[src/rtl/uirq_pkg.sv]
package uirq_pkg;
  localparam logic ADDR_CTRL = 1'b0;
  localparam logic ADDR_STAT = 1'b1;
  localparam int   CTRL_RUN_BIT = 0;
  localparam int   CTRL_IEN_LSB = 1;
endpackage

[src/rtl/uirq_regs.sv]
module uirq_regs
  import uirq_pkg::*;
#(
  parameter int NUM_CH = 3,
  parameter int DATA_W = 8
) (
  input  logic              clk,
  input  logic              rst_n,
  input  logic              wr_en,
  input  logic              wr_addr,
  input  logic [DATA_W-1:0] wr_data,
  input  logic              rd_addr,
  input  logic [NUM_CH-1:0] flags,
  output logic [DATA_W-1:0] rd_data,
  output logic              run,
  output logic [NUM_CH-1:0] ien,
  output logic [NUM_CH-1:0] clr
);
  localparam int CTRL_W = NUM_CH + 1;

  logic [CTRL_W-1:0] ctrl_q;
  logic              ctrl_wr;
  logic              stat_wr;

  assign ctrl_wr = wr_en && (wr_addr == ADDR_CTRL);
  assign stat_wr = wr_en && (wr_addr == ADDR_STAT);

  always_ff @(posedge clk or negedge rst_n) begin
    if (!rst_n) ctrl_q <= '0;
    else if (ctrl_wr) ctrl_q <= wr_data[CTRL_W-1:0];
  end

  assign run = ctrl_q[CTRL_RUN_BIT];
  assign ien = ctrl_q[CTRL_IEN_LSB +: NUM_CH];
  assign clr = stat_wr ? wr_data[NUM_CH-1:0] : '0;

  always_comb begin
    rd_data = '0;
    if (rd_addr == ADDR_CTRL) rd_data[CTRL_W-1:0] = ctrl_q;
    else                      rd_data[NUM_CH-1:0] = flags;
  end

  AST_CTRL_HOLD: assert property (@(posedge clk) disable iff (!rst_n)
    !ctrl_wr |=> $stable(ctrl_q)) else $error("AST_CTRL_HOLD");
endmodule

[src/rtl/uirq_flag.sv]
module uirq_flag (
  input  logic clk,
  input  logic rst_n,
  input  logic pulse,
  input  logic run,
  input  logic clr,
  output logic flag
);
  logic accept;
  assign accept = pulse && run;

  always_ff @(posedge clk or negedge rst_n) begin
    if (!rst_n)      flag <= 1'b0;
    else if (accept) flag <= 1'b1;
    else if (clr)    flag <= 1'b0;
  end

  AST_PULSE_WINS: assert property (@(posedge clk) disable iff (!rst_n)
    accept |=> flag) else $error("AST_PULSE_WINS");
  AST_W1C_CLEARS: assert property (@(posedge clk) disable iff (!rst_n)
    (clr && !accept) |=> !flag) else $error("AST_W1C_CLEARS");
  AST_FLAG_SOURCE: assert property (@(posedge clk) disable iff (!rst_n)
    $rose(flag) |-> $past(pulse && run)) else $error("AST_FLAG_SOURCE");
endmodule

[src/rtl/uirq_event_cnt.sv]
module uirq_event_cnt #(
  parameter int NUM_CH = 3,
  parameter int CNT_W  = 8
) (
  input  logic              clk,
  input  logic              rst_n,
  input  logic [NUM_CH-1:0] en_flags,
  output logic [CNT_W-1:0]  count
);
  localparam int INC_W = $clog2(NUM_CH + 1);

  function automatic logic [INC_W-1:0] rise_total(input logic [NUM_CH-1:0] r);
    logic [INC_W-1:0] s;
    s = '0;
    for (int i = 0; i < NUM_CH; i++) s = s + INC_W'(r[i]);
    return s;
  endfunction

  function automatic logic [CNT_W-1:0] sat_add(input logic [CNT_W-1:0] c,
                                               input logic [INC_W-1:0] inc);
    logic [CNT_W:0] s;
    s = {1'b0, c} + (CNT_W + 1)'(inc);
    return s[CNT_W] ? '1 : s[CNT_W-1:0];
  endfunction

  logic [NUM_CH-1:0] en_q;
  logic [NUM_CH-1:0] rises;

  assign rises = en_flags & ~en_q;

  always_ff @(posedge clk or negedge rst_n) begin
    if (!rst_n) begin
      en_q  <= '0;
      count <= '0;
    end else begin
      en_q  <= en_flags;
      count <= sat_add(count, rise_total(rises));
    end
  end

  AST_CNT_SATURATE: assert property (@(posedge clk) disable iff (!rst_n)
    (count == '1) |=> (count == '1)) else $error("AST_CNT_SATURATE");
  AST_CNT_NO_DROP: assert property (@(posedge clk) disable iff (!rst_n)
    1'b1 |=> (count >= $past(count))) else $error("AST_CNT_NO_DROP");
  AST_CNT_IDLE: assert property (@(posedge clk) disable iff (!rst_n)
    (rises == '0) |=> $stable(count)) else $error("AST_CNT_IDLE");
endmodule

[src/rtl/underrun_irq_ctrl.sv]
module underrun_irq_ctrl
  import uirq_pkg::*;
#(
  parameter int NUM_CH = 3,
  parameter int DATA_W = 8,
  parameter int CNT_W  = 8
) (
  input  logic              clk,
  input  logic              rst_n,
  input  logic [NUM_CH-1:0] uflow,
  input  logic              wr_en,
  input  logic              wr_addr,
  input  logic [DATA_W-1:0] wr_data,
  input  logic              rd_addr,
  output logic [DATA_W-1:0] rd_data,
  output logic              engine_run,
  output logic              irq,
  output logic [CNT_W-1:0]  event_count
);
  logic [NUM_CH-1:0] flags;
  logic [NUM_CH-1:0] ien;
  logic [NUM_CH-1:0] clr;
  logic [NUM_CH-1:0] en_flags;

  uirq_regs #(.NUM_CH(NUM_CH), .DATA_W(DATA_W)) u_regs (
    .clk(clk), .rst_n(rst_n), .wr_en(wr_en), .wr_addr(wr_addr),
    .wr_data(wr_data), .rd_addr(rd_addr), .flags(flags),
    .rd_data(rd_data), .run(engine_run), .ien(ien), .clr(clr)
  );

  for (genvar g = 0; g < NUM_CH; g++) begin : g_ch
    uirq_flag u_flag (
      .clk(clk), .rst_n(rst_n), .pulse(uflow[g]), .run(engine_run),
      .clr(clr[g]), .flag(flags[g])
    );
  end

  assign en_flags = flags & ien;
  assign irq      = |en_flags;

  uirq_event_cnt #(.NUM_CH(NUM_CH), .CNT_W(CNT_W)) u_cnt (
    .clk(clk), .rst_n(rst_n), .en_flags(en_flags), .count(event_count)
  );

  AST_IRQ_NEEDS_ENABLE: assert property (@(posedge clk) disable iff (!rst_n)
    (ien == '0) |-> !irq) else $error("AST_IRQ_NEEDS_ENABLE");
  AST_IRQ_NEEDS_FLAG: assert property (@(posedge clk) disable iff (!rst_n)
    (flags == '0) |-> !irq) else $error("AST_IRQ_NEEDS_FLAG");
endmodule

[config.mk]
export PLATFORM = sky130hd
export DESIGN_NAME = underrun_irq_ctrl
export DESIGN_NICKNAME = d
export VERILOG_FILES = /design/src/rtl/uirq_pkg.sv /design/src/rtl/uirq_regs.sv /design/src/rtl/uirq_flag.sv /design/src/rtl/uirq_event_cnt.sv /design/src/rtl/underrun_irq_ctrl.sv
export SDC_FILE = /design/constraint.sdc
export NUM_CORES = 1
export LEC_CHECK = 0
export CORE_MARGIN = 4
export CORE_UTILIZATION = 35
export CTS_CLUSTER_DIAMETER = 100
export DETAILED_ROUTE_END_ITERATION = 16
export PLACE_DENSITY = 0.66
export SYNTH_ARGS = -nofsm -noshare
export SYNTH_HDL_FRONTEND = slang
export SYNTH_SLANG_ARGS = --single-unit
[constraint.sdc]
create_clock -name clk -period 5 [get_ports clk]
set_clock_uncertainty 0.05 [all_clocks]
set_input_delay 0.5 -clock clk [delete_from_list [all_inputs] [get_ports clk]]
set_output_delay 0.5 -clock clk [all_outputs]
set_load 0.005 [all_outputs]
After elaboration in Yosys (flattened, before gate mapping)
Index checks and enable logic that the tools add are counted.
{"block": "totals", "regBits": 18, "input_bits": 16}
{"block": "classes", "bitwise_logic": 4, "mux": 10, "addsub": 3, "reduce_logical": 9}
{"op": "$add A8 B2 Y9", "n": 1}
{"op": "$mux W8", "n": 1}
{"op": "$mux W1", "n": 7}
{"op": "$and A3 B3 Y3", "n": 2}
{"op": "$mux W3", "n": 2}
{"op": "$reduce_bool A2 Y1", "n": 3}
{"op": "$logic_and A1 B1 Y1", "n": 5}
{"op": "$not A3 Y3", "n": 1}
{"op": "$reduce_or A3 Y1", "n": 1}
{"op": "$add A1 B1 Y2", "n": 1}
{"op": "$add A2 B1 Y2", "n": 1}
{"op": "$not A1 Y1", "n": 1}

Longest topological paths before layout
Gate-level depths: netlist of run 1.
{"block": "logic_depth", "word_depth": 6, "ltp_mapped": 8, "ltp_nobuf": 8}

Hierarchy
From an unflattened synthesis of run 1, not the netlist that was laid out.
{"block": "hier_totals", "hier_cells": 91, "area_unflattened_um2": 993.5}
{"mod": "uirq_event_cnt", "area_per_inst_um2": 551.8, "n_inst": 1, "seq_area_each_um2": 275.3, "cells_per_inst": 52}
{"mod": "uirq_regs", "area_per_inst_um2": 284.0, "n_inst": 1, "seq_area_each_um2": 100.1, "cells_per_inst": 22}
{"mod": "uirq_flag", "area_per_inst_um2": 41.3, "n_inst": 3, "seq_area_each_um2": 25.0, "cells_per_inst": 4}
{"mod": "underrun_irq_ctrl", "area_per_inst_um2": 33.8, "n_inst": 1, "seq_area_each_um2": 0.0, "cells_per_inst": 5}

Least setup slack after synthesis of run 1
Ideal clock, no wire load.
{"block": "synth_timing", "kind": "register to register", "start": "reg g_ch[0].u_flag.flag", "end": "reg u_cnt.count[5]", "setup_ns": 0.125, "synth_period_minus_slack_ns": 2.224, "path_buffers": 0, "stages_incl_launch_ff": 9, "slack_ns": 2.776, "arrival_time_ns": 2.050, "cell_sequence": "dfrtp_1 > nand2_1 > nor2_1 > fa_1 > ha_1 > fa_1 > nand2_2 > o21ai_0 > mux2_2"}
{"block": "synth_via", "elab_chain_len": 6}
{"element": "start, declared", "line": "uirq_flag.sv:7", "source": "output logic flag"}
{"element": "start signal, assigned", "line": "uirq_flag.sv:13", "source": "if (!rst_n) flag <= 1'b0;"}
{"element": "start signal, assigned", "line": "uirq_flag.sv:14", "source": "else if (accept) flag <= 1'b1;"}
{"element": "start signal, assigned", "line": "uirq_flag.sv:15", "source": "else if (clr) flag <= 1'b0;"}
{"element": "$and A3 B3 Y3", "line": "underrun_irq_ctrl.sv:38", "source": "assign en_flags = flags & ien;"}
{"element": "$and A3 B3 Y3", "line": "uirq_event_cnt.sv:29", "source": "assign rises = en_flags & ~en_q;"}
{"element": "$add A1 B1 Y2", "line": "uirq_event_cnt.sv:15", "source": "for (int i = 0; i < NUM_CH; i++) s = s + INC_W'(r[i]);"}
{"element": "$add A2 B1 Y2", "line": "uirq_event_cnt.sv:15"}
{"element": "$add A8 B2 Y9", "line": "uirq_event_cnt.sv:22", "source": "s = {1'b0, c} + (CNT_W + 1)'(inc);"}
{"element": "$mux W8", "line": "uirq_event_cnt.sv:23", "source": "return s[CNT_W] ? '1 : s[CNT_W-1:0];"}
{"element": "end signal, assigned", "line": "uirq_event_cnt.sv:37", "source": "count <= sat_add(count, rise_total(rises));"}
{"element": "end, declared", "line": "uirq_event_cnt.sv:8", "source": "output logic [CNT_W-1:0] count"}
No other way between the ends.
A chain may end at the register's enable or synchronous reset.

Worst setup path in the final report of run 1
{"block": "layout_timing", "start": "in rd_addr", "end": "out rd_data[1]"}
{"block": "layout_via", "elab_chain_len": 1}
{"element": "start, declared", "line": "underrun_irq_ctrl.sv:14", "source": "input logic rd_addr,"}
{"element": "$mux W3", "line": "uirq_regs.sv:39", "source": "if (rd_addr == ADDR_CTRL) rd_data[CTRL_W-1:0] = ctrl_q;"}
{"element": "end, declared", "line": "underrun_irq_ctrl.sv:15", "source": "output logic [DATA_W-1:0] rd_data,"}
No other way between the ends.

==> results of run 1 <==
==> flip-flops by register name, summed over array words and instances (netlist names) <==
register / cells
u_regs.ctrl_q: 4
u_cnt.en_q: 3
u_cnt.count: 8
g_ch.u_flag.flag: 3
==> cells by family (layout without fill, tap and decap cells) <==
kind of cell / after synthesis / count (layout)
adder cells (fa/ha/maj): 4 / 4
AND/OR/NAND/NOR: 30 / 30
AO/OA/AOI/OAI: 9 / 9
multiplexers: 10 / 10
buffers and inverters: 8 / 33
other: 1 / 4
flip-flops: 18 / 18
==> cell type report <==
type | instances | area [um^2]
flip-flops and latches | 18 | 450
repair buffers | 25 | 250
multi-input cells | 57 | 410
well taps | 30 | 37.5
fillers | 241 | 1250
clock buffers | 4 | 36.3
inverters | 4 | 15.0
==> critical path, delay by kind of cell <==
family	cells	cell delay (ps)
multiplexers	1	370
buffers and inverters	2	1000
==> per-layer routing <==
| layer | wire (um) | vias to the layer above | GRT usage [%] |
|---|---|---|---|
| met5 | 0 | - | 0 |
| met3 | 49 | 2 | 0.658 |
| met4 | 23 | 0 | 6.95 |
| met1 | 791 | 330 | 14.5 |
| li1 | - | 326 | - |
| met2 | 889 | 13 | 18.3 |
==> power breakdown <==
part | switching [W] | internal (W)
combinational | 0.0000819 | 0.000131
sequential | 0.0000477 | 0.000189
clock | 0.0000454 | 0.0000443
==> cell usage after synthesis, drive strengths merged <==
cell	instances	area [um^2]
conb	1	3.75
nor3	1	5.00
dfrtp	18	450
and3	1	6.26
a31oi	2	12.5
ha	2	25.0
nor2b	1	6.26
nand2	7	28.8
o21ai	3	15.0
mux2	10	113
nand2b	2	12.5
or3	2	17.5
fa	2	40.0
inv	4	15.0
nand4b	1	8.76
nor4b	1	8.76
a21oi	1	5.00
nand3	7	35.0
and2b	1	7.51
buf	4	30.0
a22o	3	26.3
nor2	6	22.5
==> stage by stage <==
stage               area (um^2)  hold WS, ps  std cells
floorplan                   906          154         83
global placement           1160          457        134
detailed placement         1160          460        134
CTS                        1200          492        138
global route               1200          515        138
finish                     1200          491        138
==> worst max-delay path by stage <==
stage / startpoint / endpoint / slack [ps] / depth (start not counted)
global placement: rd_addr / rd_data[1] / 2590 / 3
floorplan: g_ch[0].u_flag.flag / u_cnt.count[5] / 2780 / 8
finish: rd_addr / rd_data[1] / 2570 / 3
detailed placement: rd_addr / rd_data[1] / 2570 / 3
global route: g_ch[0].u_flag.flag / u_cnt.count[5] / 2440 / 8
CTS: rd_addr / rd_data[1] / 2570 / 3
==> metrics.md, run 1 <==
| Metric | Value |
|---|---|
| Area Growth Syn to Fin | 34.1% |
| CTS resizes | 0 |
| Synth Instances | 80 |
| Capture instance of the worst register-to-register path | u_cnt.count[5] |
| DRT Pass-1 Iters | 4 |
| Initial Util | ~36% |
| PortBufs | 25 |
| Critical-path maximum fanout | 4 |
| Total number of yosys warnings | 0 |
| Max clock buf depth | 2 |
| Largest net degree at the start of global routing | 19 |
| Crit path cell chain | clkdlybuf4s50_1, mux2_2, clkdlybuf4s50_1 |
| Fin util | 48.9% |
| Vias | 671 |
| Rel. slew slack | a little under half |
| DR vias/cell | 4.86 |
| XOR/XNOR Fraction of Synth Area | 0% |
| GRT Total Usage | 11.2% |
| Post-Synth Adder-Cell Area | 7.27% |
| Gr ovfl total | 0 |
| Worst hold endpoint | u_cnt.en_q[2] |
| Worst path arrival time | 1880 ps |
| Die Wd | 58.6 um |
| # rows | 18 |
| Post-route setup TNS | 0 ps |
| Core ar. | ~0.0025 mm^2 |
| DRT iter0 DRCs | 11 |
| Slack of the critical path | 2570 ps |
| Max-cap violations | 0 |
| GP Congestion | 0.720 |
| CP max stage delay | between 500 and 600 ps |
| Vias in the first global route | 669 |
| Top Ports | 34 |
| Unrepaired setup endpoints after global routing | no |
| Flops & latches, synth | 18 |
| # setup viols final | 0 |
| Most frequent cells in the layout | 25 x clkdlybuf4s50_1, 18 x dfrtp_1, 9 x mux2_2 |
| Hold Crit Class | flop to flop |
| Period utilization | 48.6% |
| P_leak | 0.536 nW |
| Slowest CP cell | clkdlybuf4s50_1 |
| Min-delay src | u_regs.ctrl_q[3] |
| Die Area | 0.00343 mm^2 |
| Worst r2r src | g_ch[0].u_flag.flag |
| FF-to-FF setup slack | about 2600 ps |
| WP data required | 4450 ps |
| Power, Total | 0.000540 W |
| Global-route wire length before repair | 2.97 mm |
| Simple logic cell fraction of the synthesized area | 17.8% |
| CP Class | input pin to output port |
| Hold-fix buffers, CTS | 0 |
| Crit path launch type | input pin |
| HPWL Detailed | between 1 and 1.5 mm |
| CTS Sinks | 18 |
| Worst Reg-to-Reg Cells | 8 |
| Clk Latency, worst-skew pair | 290 ps |
| Synth cell types | 25 |
| Cell mode on critical path | clkdlybuf4s50_1 |
| Power density over the cells | 450 mW/mm^2 |
| Post-CTS setup repair buffer count | 0 |
| CTS clk-pin slew, worst paths | 100 ps |
| Mapped Area | a little under 900 um^2 |
| Layout cell share with drive strength beyond 1 | ~14% |
| Final net count | roughly 130 |
| CTS buffer count | 3 |
| Worst Setup End Kind | output port |
| Antenna cells | 0 |
| Final Hold Viols | 0 |
| Sequential share of the synthesized area | 50.3% |
| Minimum clock period | 2430 ps |
| Status | finished, final reports clean |
| H-tree levels | 1 |
| Slew of the pin with the lowest slew margin | between 700 and 800 ps |
| Fmax | 412 MHz |
| CTS tree | yes |
| WL final | roughly 1.8 mm |
| DP Worst Slack | 2570 ps |
| Peak supply drop | 0.236 mV |
| Largest family of logic cells by synthesized area | simple AND/OR/NAND/NOR gates |
| Mux contribution to synthesized area | roughly an eighth |
| CTS root buf | clkbuf_4 |
| Post-synthesis compound-gate area fraction | 6.57% |
| Syn avg cell area | approximately 11 um^2 |
| DRC | 0 |
| Hold depth | 2 |
| Die height | 58.6 um |
| Commonest non-fill, non-tap cell in the layout | clkdlybuf4s50_1 |
| Slew Viols, Final | 0 |
| Post-route ant nets | 0 |
| Routed wire per std cell | 12.7 um |
| Initial antenna violation count | 0 |
No activity file was read; power rests on OpenSTA's default activity.
==> run 2: changes to the inputs <==
Settings changed: PLACE_DENSITY 0.66 to 0.69.
Clock period 5 ns to 2.2 ns, I/O delays scaled along.
==> metrics.md, run 2 (same netlist as run 1, synthesis figures left out) <==
| Metric | Value |
|---|---|
| DRT Pass-1 Iters | 4 (unchanged) |
| Die Area | 0.00343 mm^2 (unchanged) |
| Met3 WL post-DR | 82 um (was 49 um) |
| Fillers | 208 (was 241) |
| Antenna cells | 0 (unchanged) |
| WP data required | 2350 ps (was 4450 ps) |
| Clk Latency, worst-skew pair | 300 ps (was 290 ps) |
| Worst path arrival time | 2340 ps (was 1880 ps) |
| Global-route wire length before repair | 3.31 mm (was 2.97 mm) |
| Top sig layer | met4 (unchanged) |
| PortBufs | 25 (unchanged) |
| DR vias/cell | 4.99 (was 4.86) |
| Die Wd | 58.6 um (unchanged) |
| Area of the multi-input gates | 469 um^2 (was 410 um^2) |
| DRT iter0 DRCs | 10 (was 11) |
| Minimum clock period | 2190 ps |
| CTS clk-pin slew, worst paths | 110 ps (was 100 ps) |
| Vias in the first global route | 748 (was 669) |
| WL met2 | 1.18 mm (was 889 um) |
| Status | finished, final reports clean (unchanged) |
| Fin util | 55.6% (was 48.9%) |
| CTS root buf | clkbuf_4 (unchanged) |
| Biggest register | u_cnt.count (unchanged) |
| CTS buffer count | 3 (unchanged) |
| Die height | 58.6 um (unchanged) |
| Capture instance of the worst register-to-register path | u_cnt.count[7] (was u_cnt.count[5]) |
| CTS tree | yes (unchanged) |
| Core ar. | 0.00245 mm^2 (unchanged) |
| Top Ports | 34 (unchanged) |
| P_leak | 0.617 nW (was 0.536 nW) |
| Crit path launch type | flop (was input pin) |
| Hold Crit Class | input pin to async pin (was flop to flop) |
| Initial Util | 36.4% (unchanged) |
| Layout cell share with drive strength beyond 1 | 33.6% (was 13.9%) |
| # rows | 18 (unchanged) |
| Hold-fix buffers, CTS | 0 (unchanged) |
| Max-cap violations | 0 (unchanged) |
| Final Hold Viols | 0 (unchanged) |
| Fmax | 456 MHz |
| Routed wire per std cell | 14.6 um (was 12.7 um) |
| Worst r2r src | u_regs.ctrl_q[1] (was g_ch[0].u_flag.flag) |
| Final net count | 143 (was 129) |
| Final Cell Area | 0.00136 mm^2 (was 0.00120 mm^2) |
| FF-to-FF setup slack | 7 ps (was 2620 ps) |
| DRC | 0 (unchanged) |
| Peak supply drop | 0.640 mV (was 0.236 mV) |
| GRT Total Usage | 12.7% (was 11.2%) |
| Gr ovfl total | 0 (unchanged) |
| Period utilization | 99.7% |
| Cell Area, Placed | 0.00122 mm^2 (was 0.00116 mm^2) |
| Critical-path maximum fanout | 5 (was 4) |
| Max reg flops | 8 (unchanged) |
| Slew Viols, Final | 0 (unchanged) |
| WL final | 2.22 mm (was 1.75 mm) |
| Initial antenna violation count | 0 (unchanged) |
| Post-route ant nets | 0 (unchanged) |
| Commonest non-fill, non-tap cell in the layout | clkdlybuf4s50_1 (unchanged) |
| CP Class | flop to flop (was input pin to output port) |
| CTS Sinks | 18 (unchanged) |
| Max clock buf depth | 2 (unchanged) |
| # setup viols final | 0 (unchanged) |
| Worst Setup End Kind | flop (was output port) |
| GP Congestion | 0.759 (was 0.720) |
| Vias | 758 (was 671) |
| H-tree levels | 1 (unchanged) |
| Unrepaired setup endpoints after global routing | yes (was no) |
| Most frequent cells in the layout | 25 x clkdlybuf4s50_1, 18 x dfrtp_1, 14 x buf_4 (was 25 x clkdlybuf4s50_1, 18 x dfrtp_1, 9 x mux2_2) |
| Met1 wire length | 899 um (was 791 um) |
| Area Growth Syn to Fin | 52.4% (was 34.1%) |
| Biggest regs | u_cnt.count: 8 flops, u_regs.ctrl_q: 4 flops (unchanged) |
| Power density over the cells | 1030 mW/mm^2 (was 450 mW/mm^2) |
| Worst Reg-to-Reg Cells | 8 (unchanged) |
| HPWL Detailed | 1.52 mm (was 1.37 mm) |
| Storage cell area | 450 um^2 (unchanged) |
| Largest net degree at the start of global routing | 19 (unchanged) |
[run 2: worst max-delay path: stages (launching register included)]
cell and delay [ps]:
dfrtp_1 410, nand2_2 110, nor2_4 40, fa_1 460, ha_2 210, fa_2 390, nand2_4 110, nand2_2 50
mux2_4 260
[run 2: stage by stage]
| step | total power, W | worst slack (ps) | cells | hold WS (ps) | TNS, ps |
|---|---|---|---|---|---|
| 4_1_cts | 0.00134 | -6.57 | 147 | 204 | -13.6 |
| 2_1_floorplan | 0.000781 | 38.9 | 83 | -126 | 0 |
| 5_1_grt | 0.00150 | -76.9 | 152 | 193 | -358 |
| 3_5_place_dp | 0.00108 | -89.9 | 141 | 456 | -216 |
| 6_report | 0.00140 | 7.35 | 152 | 184 | 0 |
| 3_3_place_gp | 0.00106 | -37.5 | 141 | 450 | -60.3 |
[run 2: how the worst max path moves through the flow]
stage	cells after the start	startpoint	endpoint
after floorplan	8	g_ch[0].u_flag.flag	u_cnt.count[5]
after global routing	8	g_ch[0].u_flag.flag	u_cnt.count[7]
after CTS	8	g_ch[1].u_flag.flag	u_cnt.count[7]
after global placement	8	g_ch[0].u_flag.flag	u_cnt.count[5]
final	8	u_regs.ctrl_q[1]	u_cnt.count[7]
after detailed placement	8	g_ch[0].u_flag.flag	u_cnt.count[5]
[run 2: area by class of cell]
type | instances | area share [%]
sequential | 18 | 33.0
multi-input combinational | 57 | 34.4
tap | 30 | 2.75
inverter | 4 | 1.10
timing repair buffer | 39 | 26.1
clock buffer | 4 | 2.66
[run 2: report_power, final]
| part | internal (W) | switching, W | leakage, nW |
|---|---|---|---|
| clock | 0.000101 | 0.000113 | 0.0210 |
| combinational | 0.000389 | 0.000241 | 0.381 |
| sequential | 0.000430 | 0.000126 | 0.215 |
| total | 0.000920 | 0.000479 | 0.617 |
[run 2: per-layer routing]
layer / vias to the layer above / global-route usage (%)
li1: 359 / -
met1: 374 / 15.9
met2: 19 / 22.3
met3: 6 / 0.658
met4: 0 / 6.29
met5: - / 0
[run 2: timing repair]
| action | CTS | global route |
|---|---|---|
| setup buffers | 2 | 5 |
| gates resized for setup | 12 | 4 |
| pin swaps | 6 | 6 |
| endpoints found under the setup margin | 6 | 8 |
